[config.mk]
export PLATFORM = sky130hd
export DESIGN_NAME = cplx_ser_framer
export DESIGN_NICKNAME = d
export VERILOG_FILES = /design/src/rtl/csf_pkg.sv /design/src/rtl/csf_mark.sv /design/src/rtl/csf_lane.sv /design/src/rtl/csf_rdy.sv /design/src/rtl/cplx_ser_framer.sv
export SDC_FILE = /design/constraint.sdc
export NUM_CORES = 1
export LEC_CHECK = 0
export BUFFER_PORTS_ARGS = -buffer_cell sky130_fd_sc_hd__buf_2
export CAP_MARGIN = 20
export CORE_AREA = 3 3 100 102
export DETAILED_ROUTE_END_ITERATION = 10
export DIE_AREA = 0 0 103 105
export PLACE_DENSITY_LB_ADDON = 0.2
export SYNTH_ARGS = -nofsm -noshare
export SYNTH_HDL_FRONTEND = slang
export SYNTH_SLANG_ARGS = --single-unit
[constraint.sdc]
create_clock -name clk -period 4.77 [get_ports clk]
set_input_delay 0.7155 -clock clk [delete_from_list [all_inputs] [get_ports clk]]
set_output_delay 0.7155 -clock clk [all_outputs]
set_load 0.02 [all_outputs]
[src/rtl/csf_pkg.sv]
package csf_pkg;

    typedef struct packed {
        logic mux;
        logic pack;
        logic once;
        logic inv;
    } csf_mode_t;

endpackage

[src/rtl/csf_mark.sv]
module csf_mark #(
    parameter int W  = 16,
    parameter int BW = 6
) (
    input  logic [BW-1:0] bitc,
    input  logic          pack,
    input  logic          once,
    output logic          mark
);
    localparam logic [BW-1:0] WORD = BW'(W);
    localparam logic [BW-1:0] PAIR = BW'(2 * W);

    always_comb begin
        if (once) begin
            mark = (bitc == '0);
        end else if (pack) begin
            mark = ((bitc % PAIR) == '0);
        end else begin
            mark = ((bitc % WORD) == '0);
        end
    end
endmodule

[src/rtl/csf_lane.sv]
module csf_lane #(
    parameter int W  = 16,
    parameter int BW = 6
) (
    input  logic [4*W-1:0] sha,
    input  logic [2*W-1:0] shb,
    input  logic [BW-1:0]  bitc,
    input  logic           mux,
    output logic           a_bit,
    output logic           b_bit
);
    localparam int LMAX = 4 * W;
    localparam logic [BW-1:0] TOP  = BW'(LMAX - 1);
    localparam logic [BW-1:0] BLEN = BW'(2 * W);

    logic [BW-1:0]   idx;
    logic [LMAX-1:0] shb_ext;

    always_comb begin
        idx     = TOP - bitc;
        shb_ext = {{(2 * W){1'b0}}, shb};
        a_bit   = sha[idx];
        b_bit   = (!mux && (bitc < BLEN)) ? shb_ext[BW'(2 * W - 1) - bitc] : 1'b0;
    end
endmodule

[src/rtl/csf_rdy.sv]
module csf_rdy #(
    parameter int PULSE = 2
) (
    input  logic clk,
    input  logic rst,
    input  logic start,
    output logic rdy
);
    localparam int CW = $clog2(PULSE + 1);

    logic [CW-1:0] cnt_d, cnt_q;

    always_comb begin
        if (start) begin
            cnt_d = CW'(PULSE);
        end else if (cnt_q != '0) begin
            cnt_d = cnt_q - 1'b1;
        end else begin
            cnt_d = cnt_q;
        end
    end

    always_ff @(posedge clk) begin
        if (rst) begin
            cnt_q <= '0;
        end else begin
            cnt_q <= cnt_d;
        end
    end

    assign rdy = (cnt_q != '0);
endmodule

[src/rtl/cplx_ser_framer.sv]
module cplx_ser_framer
    import csf_pkg::*;
#(
    parameter int W   = 16,
    parameter int DIV = 2
) (
    input  logic         clk,
    input  logic         rst,
    input  logic         smp_stb,
    input  logic [W-1:0] ia_i,
    input  logic [W-1:0] qa_i,
    input  logic [W-1:0] ib_i,
    input  logic [W-1:0] qb_i,
    input  logic         mux_sel,
    input  logic         pack_sel,
    input  logic         fs_once,
    input  logic         ck_inv,
    output logic         ser_clk,
    output logic         ser_fs,
    output logic         ser_a,
    output logic         ser_b,
    output logic         rdy_o,
    output logic         ovr_o
);
    localparam int LMAX = 4 * W;
    localparam int BW   = $clog2(LMAX);
    localparam int PW   = (DIV > 1) ? $clog2(DIV) : 1;
    localparam int HALF = DIV / 2;
    localparam logic [BW-1:0] LAST_MUX   = BW'(LMAX - 1);
    localparam logic [BW-1:0] LAST_SPLIT = BW'(2 * W - 1);

    typedef struct packed {
        logic            busy;
        logic [PW-1:0]   ph;
        logic [BW-1:0]   bitc;
        logic [LMAX-1:0] sha;
        logic [2*W-1:0]  shb;
        csf_mode_t       md;
        logic            ovr;
    } core_t;

    typedef struct packed {
        logic sck;
        logic fs;
        logic a;
        logic b;
    } pins_t;

    core_t s_d, s_q;
    pins_t o_d, o_q;

    logic          ph_end, fin, accept;
    logic [BW-1:0] last_bit;
    logic          mark_w, a_w, b_w;
    logic          busy_w, mux_w;

    always_comb begin
        last_bit = s_q.md.mux ? LAST_MUX : LAST_SPLIT;
        ph_end   = (s_q.ph == PW'(DIV - 1));
        fin      = s_q.busy && ph_end && (s_q.bitc == last_bit);
        accept   = smp_stb && (!s_q.busy || fin);

        s_d = s_q;
        if (accept) begin
            s_d.busy = 1'b1;
            s_d.ph   = '0;
            s_d.bitc = '0;
            s_d.sha  = {ia_i, qa_i, ib_i, qb_i};
            s_d.shb  = {ib_i, qb_i};
            s_d.md   = '{mux: mux_sel, pack: pack_sel, once: fs_once, inv: ck_inv};
        end else if (s_q.busy) begin
            if (ph_end) begin
                s_d.ph = '0;
                if (fin) begin
                    s_d.busy = 1'b0;
                end else begin
                    s_d.bitc = s_q.bitc + 1'b1;
                end
            end else begin
                s_d.ph = s_q.ph + 1'b1;
            end
        end
        if (smp_stb && !accept) begin
            s_d.ovr = 1'b1;
        end
    end

    csf_mark #(.W(W), .BW(BW)) u_mark (
        .bitc (s_d.bitc),
        .pack (s_d.md.pack),
        .once (s_d.md.once),
        .mark (mark_w)
    );

    csf_lane #(.W(W), .BW(BW)) u_lane (
        .sha   (s_d.sha),
        .shb   (s_d.shb),
        .bitc  (s_d.bitc),
        .mux   (s_d.md.mux),
        .a_bit (a_w),
        .b_bit (b_w)
    );

    always_comb begin
        o_d.sck = s_d.busy ? ((s_d.ph < PW'(HALF)) ^ s_d.md.inv) : s_d.md.inv;
        o_d.fs  = s_d.busy & mark_w;
        o_d.a   = s_d.busy & a_w;
        o_d.b   = s_d.busy & b_w;
    end

    always_ff @(posedge clk) begin
        if (rst) begin
            s_q <= '0;
            o_q <= '0;
        end else begin
            s_q <= s_d;
            o_q <= o_d;
        end
    end

    csf_rdy #(.PULSE(2)) u_rdy (
        .clk   (clk),
        .rst   (rst),
        .start (accept),
        .rdy   (rdy_o)
    );

    assign ser_clk = o_q.sck;
    assign ser_fs  = o_q.fs;
    assign ser_a   = o_q.a;
    assign ser_b   = o_q.b;
    assign ovr_o   = s_q.ovr;
    assign busy_w  = s_q.busy;
    assign mux_w   = s_q.md.mux;
endmodule

Word-level counts from Yosys, hierarchy flattened:

Index checks and enable logic that the tools add are counted.

* equality and inequality tests: 1
* $mul: 0
* shift-type cells: 0
* reductions and logical operators: 15
* $lt $le $gt $ge: 4
* muxes and demuxes: 19
* add/sub/neg operators: 5
* bitwise gates (word level): 4
* div/mod/pow operators: 0

Operator list (count)
* 100-bit 2-to-1 mux: 1
* 6-bit logical NOT: 3
* 6-bit 2-to-1 mux: 3
* 8-bit 2-to-1 mux: 2
* 6-bit by 7-bit less-than comparator with 1-bit output, second input constant: 2
* 1-bit binary-select mux with 6-bit select: 2
* 1-bit 2-to-1 mux: 9
* 6-bit by 1-bit adder with 6-bit output, second input constant: 1
* 6-bit == test: 1
* 6-bit less-than comparator, second input constant: 1
* 5-bit by 6-bit subtractor with 6-bit output, first input constant: 1
* 6-bit subtractor, first input constant: 1
* 1-bit logical AND: 5
* 2-bit 2-to-1 mux: 2
* 2-bit nonzero test: 2
* 1-bit AND: 3
* 1-bit logical NOT: 3
* 2-bit OR reduction: 1
* 2-bit by 1-bit subtractor with 2-bit output, second input constant: 1
* 1-bit adder, second input constant: 1
* 1-bit logical OR: 1
* 1-bit less-than comparator, second input constant: 1
* 1-bit XOR: 1

* bits in writable memories: 0
* output and inout bits: 6
* bits in latches: 0
* logic and storage cells: 64
* input port bits: 71
* memories kept: 0
* memory bits (read-only): 0
* register bits: 115

Logic depth before layout (Yosys ltp):

Gate-level depths: netlist of the first run.

* word-level depth: 12
* depth in mapped cells: 12

Hierarchy:

A second synthesis of the first run with hierarchy kept.

* cells, all modules: 580
* area, all modules: 5343.9 µm²

Modules (own cells, without submodules)
* cplx_ser_framer: area an instance 4419.2 µm², cells each 496, instances 1, seq. area each 2262.2 µm²
* csf_lane: area an instance 833.3 µm², cells each 74, instances 1, seq. area each 0.0 µm²
* csf_rdy: area an instance 70.1 µm², cells each 6, instances 1, seq. area each 40.0 µm²
* csf_mark: area an instance 21.3 µm², cells each 4, instances 1, seq. area each 0.0 µm²

Least setup slack after synthesis of the first run:

No wires, ideal clock.

* path kind: reg2reg
* start: register s_q[101] in the netlist's numbering
* end: register o_q, in the netlist ser_a
* period minus slack after synthesis: 2.705 ns
* buffers on the path: 1
* required time: 4.637 ns
* data arrival time: 2.572 ns
* path slack: 2.065 ns
* cell stages (with the launch flop): 11
* path through: dfxtp_1 -> ha_1 -> and3_1 -> buf_6 -> a31oi_4 -> mux2_2 -> nand3_2 -> o22ai_1 -> or4b_1 -> o211ai_1 -> a211oi_2

* word-level cells in the longest chain between the ends: 10
* elaborated cells on any way between the ends: 16
* those cells by class: add/sub (2); eq/ne (1); mux (9); bitwise (1); reduce/logical (3)

RTL lines
* from (decl): line cplx_ser_framer.sv:49 `core_t s_d, s_q;`
* from (signal assigned): line cplx_ser_framer.sv:113 `s_q <= '0;`
* from (signal assigned): line cplx_ser_framer.sv:116 `s_q <= s_d;`
* parallel branches: the longest is 9 deep, another holds 6-bit by 1-bit adder with 6-bit output
* 1-bit AND (*): line cplx_ser_framer.sv:107 `o_d.a = s_d.busy & a_w;`
* to (signal assigned): line cplx_ser_framer.sv:114 `o_q <= '0;`
* to (signal assigned): line cplx_ser_framer.sv:117 `o_q <= o_d;`
* to (decl): line cplx_ser_framer.sv:50 `pins_t o_d, o_q;`

Mark *: on every way between the ends. The select of a mux whose other input is x is not followed.
A chain may end at the register's enable or synchronous reset.

Worst setup path in the final report of the first run:

* start: register s_q[101] in the netlist's numbering
* end: register o_q, in the netlist ser_b

* word-level cells in the longest chain between the ends: 11
* elaborated cells on any way between the ends: 20
* those cells by class: add/sub (2); order compare (1); eq/ne (1); mux (10); bitwise (1); reduce/logical (5)

RTL lines
* parallel branches: the longest is 10 deep, another holds 6-bit by 1-bit adder with 6-bit output
* 1-bit AND (*): line cplx_ser_framer.sv:108 `o_d.b = s_d.busy & b_w;`

Marks and branches as above.

==> flow_metrics.py, run 1 <==
metrics = {
    "pwr": {
        "p_int_mw": 1.93,
        "p_per_area_mw_per_mm2": 392,
        "p_leak_nw": 2.48,
        "p_clk_share_pct": 48.6,
        "ir_drop_v": 0.000259,
        "seq_power_share_pct": 40.8,
        "swShare_pct": 25.3,
        "total_power_mw": 2.58,
        "p_comb_share_pct": 10.5,
        "p_switching_mw": 0.653,
    },
    "grt": {
        "grt_pass1_wl_microns": 24500,
        "track_usage_pct": 28.7,
        "antenna_found_initial": 0,
        "grt_max_degree": 63,
        "grt_remaining_overflow": 0,
        "grt_pass1_vias": 4911,
    },
    "clocking": {
        "h-tree-depth": 4,
        "cts_sinks": 115,
        "root_buffer": "clkbuf_8",
        "clk_path_buf_depth": 2,
        "clkTransAtPathRegs_ns": 0.06,
        "numCtsBuffers": 17,
        "clk_latency_ns": 0.51,
        "postCtsHoldBufs": 0,
        "cts_tree": "built",
        "post-cts-setup-buffers": 0,
        "cts_resized": 0,
    },
    "placement": {
        "place_congestion": 0.966,
        "portBuffers": 76,
        "dp_hpwl_microns": 10500,
    },
    "floorplanning": {
        "io_pins": 77,
        "rows": 35,
        "die_area_sq_mm": 0.0108,
        "core_sq_mm": 0.00920,
        "die_y_microns": 105,
        "start_util_pct": 61.0,
        "die_x_microns": 103,
    },
    "layout": {
        "nets": 807,
        "drive_gt1_share_pct": 19.7,
        "largest_reg_flops": 105,
        "final_util_pct": 71.6,
        "antenna_cells": 0,
        "seqCellArea_sq_mm": 0.00230,
        "fillers": 745,
        "multi_input_area_sq_mm": 0.00306,
        "top_regs": "s_q (105), u_rdy.cnt_q (2)",
        "top_register": "s_q",
        "area_growth_syn_to_layout_pct": 17.3,
    },
    "routing": {
        "via_per_inst": 6.11,
        "wl_per_cell_microns": 17.7,
        "first_iter_violations": 319,
        "wl_microns": 15200,
        "ant_nets": 0,
        "firstDrtPassIters": 5,
        "route.detailed.drc": 0,
        "via_count": 5235,
    },
    "synth": {
        "syn-cell-area_sq_mm": 0.00561,
        "synth_cell_types": 73,
        "synth_ff_type": "dfxtp_1",
        "yosysWarnings": 0,
        "seq_area_frac_synth_pct": 41.0,
        "synth_edf_count": 0,
        "synth_area_per_cell_sq_um": 8.31,
        "synth_nets": 748,
        "ys_async_sr_fraction_pct": 0,
        "ys_seq_elements": 115,
        "synth_cells": 675,
    },
    "run": {
        "drv_cap": 0,
    },
    "worst_setup_path": {
        "cp.required_ns": 5.17,
        "cp-start-kind": "flip-flop",
        "cp.arrival_ns": 4.12,
        "worstSetupPathType": "flip-flop to flip-flop",
        "path_max_fanout": 19,
        "end_kind": "flip-flop",
    },
    "timing": {
        "min_period_ns": 3.72,
        "finalHoldViolations": 0,
        "skew_ns": 0.0105,
        "fin_setup_tns_ns": 0,
        "worst_pin_slew_ns": 0.845,
        "whs_ns": 0.409,
        "setup-violations-final": 0,
        "fmax_ghz": 0.269,
        "rsz0062_at_grt": "no",
        "period_share_pct": 78.0,
        "finalMaxSlewViolations": 0,
        "slew_headroom_pct": 43.4,
    },
    "outcome": {
        "status": "completed",
    },
    "min_path": {
        "hold_class": "input port to flip-flop",
    },
}
==> synth_stat cells, drive strengths merged (2+ instances only) <==
cell type / number / area [sq um]
a211oi: 4 / 35.0
clkbuf: 33 / 144
nand2: 183 / 692
o211ai: 4 / 30.0
mux2i: 62 / 621
nand4: 4 / 25.0
a21o: 2 / 15.0
and2: 2 / 13.8
buf: 14 / 113
a31o: 3 / 26.3
o22ai: 17 / 106
nand3: 13 / 75.1
nor2b: 2 / 12.5
and4: 3 / 30.0
ha: 2 / 25.0
a2111oi: 4 / 42.5
a2111o: 2 / 22.5
a31oi: 5 / 46.3
a21oi: 107 / 539
xor2: 3 / 45.1
o41ai: 2 / 17.5
nor2: 30 / 115
inv: 5 / 18.8
nor4: 3 / 18.8
a221oi: 8 / 76.3
o21ai: 6 / 41.3
xnor2: 2 / 25.0
mux2: 7 / 78.8
or2: 2 / 12.5
nor3: 2 / 10.0
dfxtp: 115 / 2300
and3: 3 / 20.0
o2111ai: 4 / 35.0
==> placed cells by master (no fill, tap or decap), types with 4 or more instances in the layout <==
cell / instances
nand2_1: 181
a221oi_1: 7
o22ai_1: 17
nand4_1: 4
nor2_1: 29
o211ai_1: 4
dfxtp_1: 115
nand3_1: 11
mux2_2: 4
inv_1: 5
clkbuf_16: 16
clkinv_2: 4
mux2i_1: 62
o21ai_0: 4
a31oi_1: 4
a21oi_1: 106
buf_2: 75
buf_4: 11
o2111ai_1: 4
==> logic make-up after synthesis <==
logic type      Yosys count  share of synthesized area, %
mux                      69                          12.5
compound gates          181                          21.0
flops                   115                          41.0
fa+ha+maj                 2                         0.446
xor+xnor                  5                          1.25
buf+inv                  52                          4.91
simple gates            251                          18.9
==> final timing paths <==
| check | startpoint | to | slack (ns) | depth (start not counted) |
|---|---|---|---|---|
| max | s_q[101] | ser_b | 1.05 | 10 |
| min | ck_inv | ser_clk | 0.41 | 2 |
| max reg2reg | s_q[101] | ser_b | 1.05 | 10 |
| min reg2reg | u_rdy.cnt_q[0] | u_rdy.cnt_q[0] | 0.45 | 1 |
==> final cells by class <==
type / count / area share (%)
clock buffer: 18 / 6.50
clock inverter: 13 / 2.43
inverter: 5 / 0.285
multi-input combinational: 508 / 46.4
sequential: 115 / 35.0
tap: 111 / 2.11
timing repair buffer: 87 / 7.26
==> through the flow <==
step	instance area, sq um	worst slack [ns]	cells
after floorplan	5610	2.06	675
after global placement	6000	1.36	826
after detailed placement	6000	1.25	826
after CTS	6580	1.16	857
after global routing	6580	0.956	857
final	6580	1.05	857
==> power groups by stage <==
| stage | combinational [mW] | clock, mW | sequential [mW] |
|---|---|---|---|
| final | 0.272 | 1.26 | 1.05 |
| after CTS | 0.271 | 1.27 | 1.05 |
| after floorplan | 0.193 | 0 | 1.06 |
| after global routing | 0.300 | 1.31 | 1.06 |
| after global placement | 0.261 | 0 | 1.07 |
| after detailed placement | 0.268 | 0 | 1.07 |
==> worst max-delay path: stages, from the launching register on <==
cell and delay, ns:
dfxtp_1 0.52, ha_1 0.26, and3_1 0.53, a31oi_4 0.23, o21ai_4 0.68, buf_12 0.26
mux2i_1 0.23, mux2i_1 0.12, a2111oi_0 0.50, nor3_1 0.09, and3_1 0.18
==> per-layer routing <==
layer	track usage [%]	wire length [microns]	up-vias
met4	9.62	331	0
li1	-	-	2522
met3	5.47	1150	26
met2	45.0	7180	208
met1	39.3	6530	2479
met5	0	0	-
Power figures use the tool's default switching activity.
==> run 2: changes to the inputs <==
CORE_AREA = 3 3 103 105   (was 3 3 100 102)
DIE_AREA = 0 0 106 108   (was 0 0 103 105)
clock period = 3.48 ns   (was 4.77 ns; I/O delays follow)
==> flow_metrics.py, run 2 (synthesized netlist as in run 1, its figures left out) <==
metrics = {
    "clocking": {
        "cts_resized": 0,
        "cts_sinks": 115,
        "clk_path_buf_depth": 2,
        "h-tree-depth": 4,
        "root_buffer": "clkbuf_8",
        "cts_tree": "built",
        "postCtsHoldBufs": 0,
        "clk_latency_ns": 0.52,
        "clkTransAtPathRegs_ns": 0.06,
        "numCtsBuffers": 17,
        "post-cts-setup-buffers": 0,
    },
    "layout": {
        "antenna_cells": 0,
        "top_regs": "s_q (105), u_rdy.cnt_q (2)",
        "top_register": "s_q",
        "area_growth_syn_to_layout_pct": 17.3,
        "mostFrequentLayoutCell": "nand2_1",
        "drive_gt1_share_pct": 20.1,
        "fillers": 826,
        "largest_reg_flops": 105,
        "instances_no_fill": 884,
        "mostFrequentLayoutCells": "nand2_1, dfxtp_1, a21oi_1, buf_2, mux2i_1",
        "final_util_pct": 67.7,
        "nets": 811,
    },
    "pwr": {
        "p_per_area_mw_per_mm2": 515,
        "ir_drop_v": 0.000309,
        "p_leak_nw": 2.47,
    },
    "routing": {
        "route.detailed.drc": 0,
        "wl_microns": 15100,
        "via_count": 5247,
        "via_per_inst": 5.94,
        "wl_per_cell_microns": 17.1,
        "ant_nets": 0,
        "firstDrtPassIters": 5,
        "first_iter_violations": 314,
    },
    "timing": {
        "rsz0062_at_grt": "no",
        "finalMaxSlewViolations": 0,
        "min_period_ns": 3.14,
        "fin_setup_tns_ns": 0,
        "finalHoldViolations": 0,
        "slew_headroom_pct": 49.2,
        "period_share_pct": 90.1,
        "fmax_ghz": 0.319,
        "worst_pin_slew_ns": 0.758,
        "whs_ns": 0.195,
        "skew_ns": 0.00733,
        "setup-violations-final": 0,
        "timing.final.ws_setup_ns": 0.344,
    },
    "worst_setup_path": {
        "cp-start-kind": "flip-flop",
        "r2r_cells": 10,
        "cp.arrival_ns": 3.53,
        "slowest_delay_ns": 0.52,
        "slowest_stage": "and3_1",
        "path_max_fanout": 19,
        "cp.required_ns": 3.87,
        "critical_path_depth": 10,
        "worstSetupPathType": "flip-flop to flip-flop",
        "crit_buf_inv": 1,
        "cp_top_family": "compound AO/OA/AOI/OAI gates",
        "startpoint": "s_q[102]",
        "end_kind": "flip-flop",
        "crit_chain": "ha_1 > and3_1 > a31oi_4 > o21ai_4 > buf_4 > mux2_1 > o2111ai_1 > o221ai_1 > a221oi_1 > a211oi_2",
        "rr_startpoint": "s_q[102]",
    },
    "floorplanning": {
        "core_sq_mm": 0.00973,
        "start_util_pct": 57.7,
        "rows": 36,
        "die_area_sq_mm": 0.0114,
        "io_pins": 77,
        "die_y_microns": 108,
        "die_x_microns": 106,
    },
    "run": {
        "drv_cap": 0,
    },
    "grt": {
        "grt_remaining_overflow": 0,
        "grt_max_degree": 61,
        "antenna_found_initial": 0,
        "grt_pass1_vias": 4948,
        "grt_pass1_wl_microns": 24300,
        "track_usage_pct": 26.9,
    },
    "placement": {
        "place_inst": 852,
        "portBuffers": 76,
        "dp_hpwl_microns": 10700,
        "place_congestion": 0.949,
        "dp_slack_ns": 0.401,
    },
    "min_path": {
        "hold_class": "input port to flip-flop",
        "holdPathStages": 2,
        "hp-start": "ck_inv",
    },
    "outcome": {
        "status": "completed",
    },
}
[run 2: cell type report]
class                   instances  area (sq um)  share of cell area [%]
repair buffers                 91           495                    7.53
clock buffers                  19           432                    6.56
flip-flops and latches        115          2300                    35.0
well taps                     133           166                    2.53
inverters                       5          18.8                   0.285
multi-input cells             508          3060                    46.4
clock inverters                13           111                    1.69
[run 2: path summary, 6_finish.rpt]
| check | end | slack [ns] |
|---|---|---|
| setup / recovery | ser_a | 0.34 |
| hold / removal | ser_clk | 0.19 |
| setup reg to reg | ser_a | 0.34 |
| hold reg to reg | u_rdy.cnt_q[0] | 0.44 |
[run 2: routing by layer]
| layer | vias to the layer above | GRT usage (%) | wire, microns | part of all wire [%] |
|---|---|---|---|---|
| met5 | - | 0 | 0 | 0 |
| met4 | 0 | 9.71 | 316 | 2.1 |
| met3 | 29 | 7.40 | 1110 | 7.3 |
| met2 | 218 | 44.9 | 7340 | 49 |
| met1 | 2474 | 33.5 | 6330 | 42 |
| li1 | 2526 | - | - | - |
[run 2: through the flow]
stage                     cell area (sq um)  total power [mW]
after floorplan                        5610              1.72
after global placement                 6040              1.83
after detailed placement               6040              1.85
after CTS                              6580              3.41
after global routing                   6580              3.52
final                                  6580              3.39
[run 2: worst reg2reg max path: cells and delay by family, from the launching register on]
kind	cells	cell delay, ns
compound gates	6	1.20
simple gates	1	0.52
mux	1	0.38
flops	1	0.37
buf+inv	1	0.34
fa+ha+maj	1	0.22
[run 2: report_power, final]
part           internal, mW  switching [mW]  leakage (nW)
registers              1.39          0.0516         0.943
logic                 0.153           0.228          1.27
clock network         0.959           0.607         0.260
total                  2.50           0.887          2.47
==> run 3: changes to the inputs <==
ABC_AREA = 1   (was default)
CORE_AREA = 3 3 117 119   (was 3 3 103 105)
DIE_AREA = 0 0 120 122   (was 0 0 106 108)
==> flow_metrics.py, run 3 <==
metrics = {
    "synth": {
        "yosysWarnings": 0,
        "ys_seq_elements": 115,
        "syn-cell-area_sq_mm": 0.00571,
        "synth_cells": 874,
        "yosysMostFrequentCell": "nand2_1",
        "synth_ff_type": "dfxtp_1",
        "yosys-top-cells-count": "nand2_1, nor2_1, inv_1",
        "synthAdderAreaFrac_pct": 0.438,
        "synth_edf_count": 0,
        "synth_cell_types": 32,
        "synth_compound_area_share_pct": 8.61,
        "synth_area_per_cell_sq_um": 6.54,
        "ys_async_sr_fraction_pct": 0,
        "synth.top_cell.area_share_pct": 40.3,
        "seq_area_frac_synth_pct": 40.3,
        "synth_top_area_cell": "dfxtp_1",
        "yosys.area_share.simple_pct": 36.5,
        "synthMuxAreaShare_pct": 0.701,
        "ys_top_cells_by_area": "dfxtp_1, nand2_1, nor2_1, inv_1, nand3_1",
        "synth-xor-area-share_pct": 0.153,
        "synth_top_family_by_area": "simple AND/OR/NAND/NOR gates",
        "synth_nets": 947,
    },
    "routing": {
        "highest_layer": "met4",
        "wl_microns": 14300,
        "ant_nets": 0,
        "wl_met1_microns": 6820,
        "via_per_inst": 4.81,
        "wl_per_cell_microns": 12.8,
        "wl_met3_microns": 682,
        "route.detailed.drc": 0,
        "wl_met2_microns": 6560,
        "firstDrtPassIters": 5,
        "via_count": 5374,
        "first_iter_violations": 407,
    },
    "floorplanning": {
        "start_util_pct": 45.1,
        "die_y_microns": 122,
        "io_pins": 77,
        "die_area_sq_mm": 0.0146,
        "die_x_microns": 120,
        "core_sq_mm": 0.0127,
        "rows": 41,
    },
    "timing": {
        "fmax_ghz": 0.338,
        "fin_setup_tns_ns": 0,
        "finalHoldViolations": 0,
        "skew_ns": 0.0102,
        "slew_headroom_pct": 49.4,
        "worst_pin_slew_ns": 0.758,
        "min_period_ns": 2.96,
        "setup-violations-final": 0,
        "rsz0062_at_grt": "no",
        "finalMaxSlewViolations": 0,
        "period_share_pct": 85.1,
    },
    "worst_setup_path": {
        "slowest_delay_ns": 0.45,
        "path_max_fanout": 48,
        "cp.required_ns": 3.84,
        "cp_top_family": "simple AND/OR/NAND/NOR gates",
        "crit_buf_inv": 2,
        "end_kind": "flip-flop",
        "crit_chain": "ha_1 > nand2_1 > inv_1 > nand4_4 > nand2_4 > nand2_4 > buf_4 > nand2_1 > o21ai_0 > or2_2 > nand3_1 > nand2_1 > nand2_1 > nand3_1 > nand3_1 > nand2_1 > nor2_1",
        "cpMostUsedCell": "nand2_1",
        "cp-start-kind": "flip-flop",
        "worstSetupPathType": "flip-flop to flip-flop",
        "slowest_stage": "dfxtp_1",
        "cp.arrival_ns": 3.32,
    },
    "clocking": {
        "post-cts-setup-buffers": 0,
        "postCtsHoldBufs": 0,
        "h-tree-depth": 4,
        "root_buffer": "clkbuf_16",
        "clkTransAtPathRegs_ns": 0.05,
        "numCtsBuffers": 17,
        "cts_tree": "built",
        "clk_path_buf_depth": 2,
        "cts_sinks": 115,
        "cts_resized": 0,
        "clk_latency_ns": 0.42,
    },
    "layout": {
        "top_register": "s_q",
        "mostFrequentLayoutCell": "nand2_1",
        "area_growth_syn_to_layout_pct": 17.4,
        "mostFrequentLayoutCells": "nand2_1, nor2_1, inv_1, dfxtp_1, buf_2",
        "antenna_cells": 0,
        "drive_gt1_share_pct": 14.5,
        "nets": 1005,
        "top_regs": "s_q (105), u_rdy.cnt_q (2)",
        "largest_reg_flops": 105,
    },
    "outcome": {
        "status": "completed",
    },
    "pwr": {
        "ir_drop_v": 0.000342,
        "p_leak_nw": 3.35,
        "total_power_mw": 3.76,
        "p_per_area_mw_per_mm2": 561,
    },
    "grt": {
        "grt_remaining_overflow": 0,
        "track_usage_pct": 20.5,
        "grt_max_degree": 73,
        "antenna_found_initial": 0,
        "grt_pass1_vias": 4795,
        "grt_pass1_wl_microns": 23800,
    },
    "placement": {
        "place_congestion": 0.863,
        "dp_hpwl_microns": 9600,
        "portBuffers": 76,
    },
    "min_path": {
        "hold_class": "input port to flip-flop",
    },
    "run": {
        "drv_cap": 0,
    },
}
==> run 3: changes by cell type in the layout (fill, tap and decap cells not counted), moves of 16 or more <==
| cell | delta |
|---|---|
| nand3b_1 | +16 |
| inv_1 | +115 |
| o22ai_1 | -17 |
| a21oi_1 | -95 |
| nand2_1 | +62 |
| o21ai_1 | +43 |
| mux2i_1 | -58 |
| o21ai_0 | +27 |
| nor2_1 | +103 |
| nand3_1 | +60 |
==> run 3: cell type report <==
cell class / count / area (sq um)
tap: 172 / 215
clock inverter: 9 / 128
multi-input combinational: 588 / 2650
clock buffer: 23 / 478
fill: 1318 / 5960
sequential: 115 / 2300
inverter: 122 / 458
timing repair buffer: 88 / 473
==> run 3: worst reg2reg max path, cell delays in order, from the launching register on <==
cell,delay (ns)
dfxtp_1,0.45
ha_1,0.19
nand2_1,0.05
inv_1,0.10
nand4_4,0.15
nand2_4,0.32
nand2_4,0.27
buf_4,0.36
nand2_1,0.12
o21ai_0,0.10
or2_2,0.30
nand3_1,0.07
nand2_1,0.06
nand2_1,0.06
nand3_1,0.10
nand3_1,0.08
nand2_1,0.05
nor2_1,0.07
==> run 3: worst paths after layout <==
| check | startpoint | end | slack, ns | cells past startpoint |
|---|---|---|---|---|
| hold / removal | ck_inv | s_q[1] | 0.38 | 3 |
| setup reg to reg | busy_w | ser_b | 0.52 | 17 |
| setup / recovery | busy_w | ser_b | 0.52 | 17 |
| hold reg to reg | u_rdy.cnt_q[0] | u_rdy.cnt_q[0] | 0.44 | 1 |
==> run 3: kinds of logic after synthesis <==
| kind of cell | count (synthesis) |
|---|---|
| XOR/XNOR | 1 |
| multiplexers | 4 |
| buffers and inverters | 171 |
| AND/OR/NAND/NOR | 487 |
| adder cells (fa/ha/maj) | 2 |
| flip-flops | 115 |
| AO/OA/AOI/OAI | 94 |
==> run 3: stage by stage <==
stage	cells	cell area [sq um]	setup slack, ns	hold slack (ns)	utilization [%]
finish	1117	6710	0.519	0.377	52.9
global route	1117	6710	0.138	0.399	52.9
CTS	1117	6710	0.527	0.369	52.9
detailed placement	1085	6100	0.560	0.436	48.1
global placement	1085	6100	0.636	0.438	48.1
floorplan	874	5710	1.40	0.413	-
==> run 3: layer usage <==
layer	GRT usage, %	vias to the layer above
met4	7.02	0
li1	-	2821
met5	0	-
met1	27.5	2412
met3	5.48	24
met2	32.0	117
==> run 3: power breakdown <==
part           switching, mW  total (mW)  internal, mW
Combinational          0.353       0.547         0.194
Clock                  0.598        1.77          1.18
Sequential            0.0274        1.44          1.41
Total                  0.979        3.76          2.78
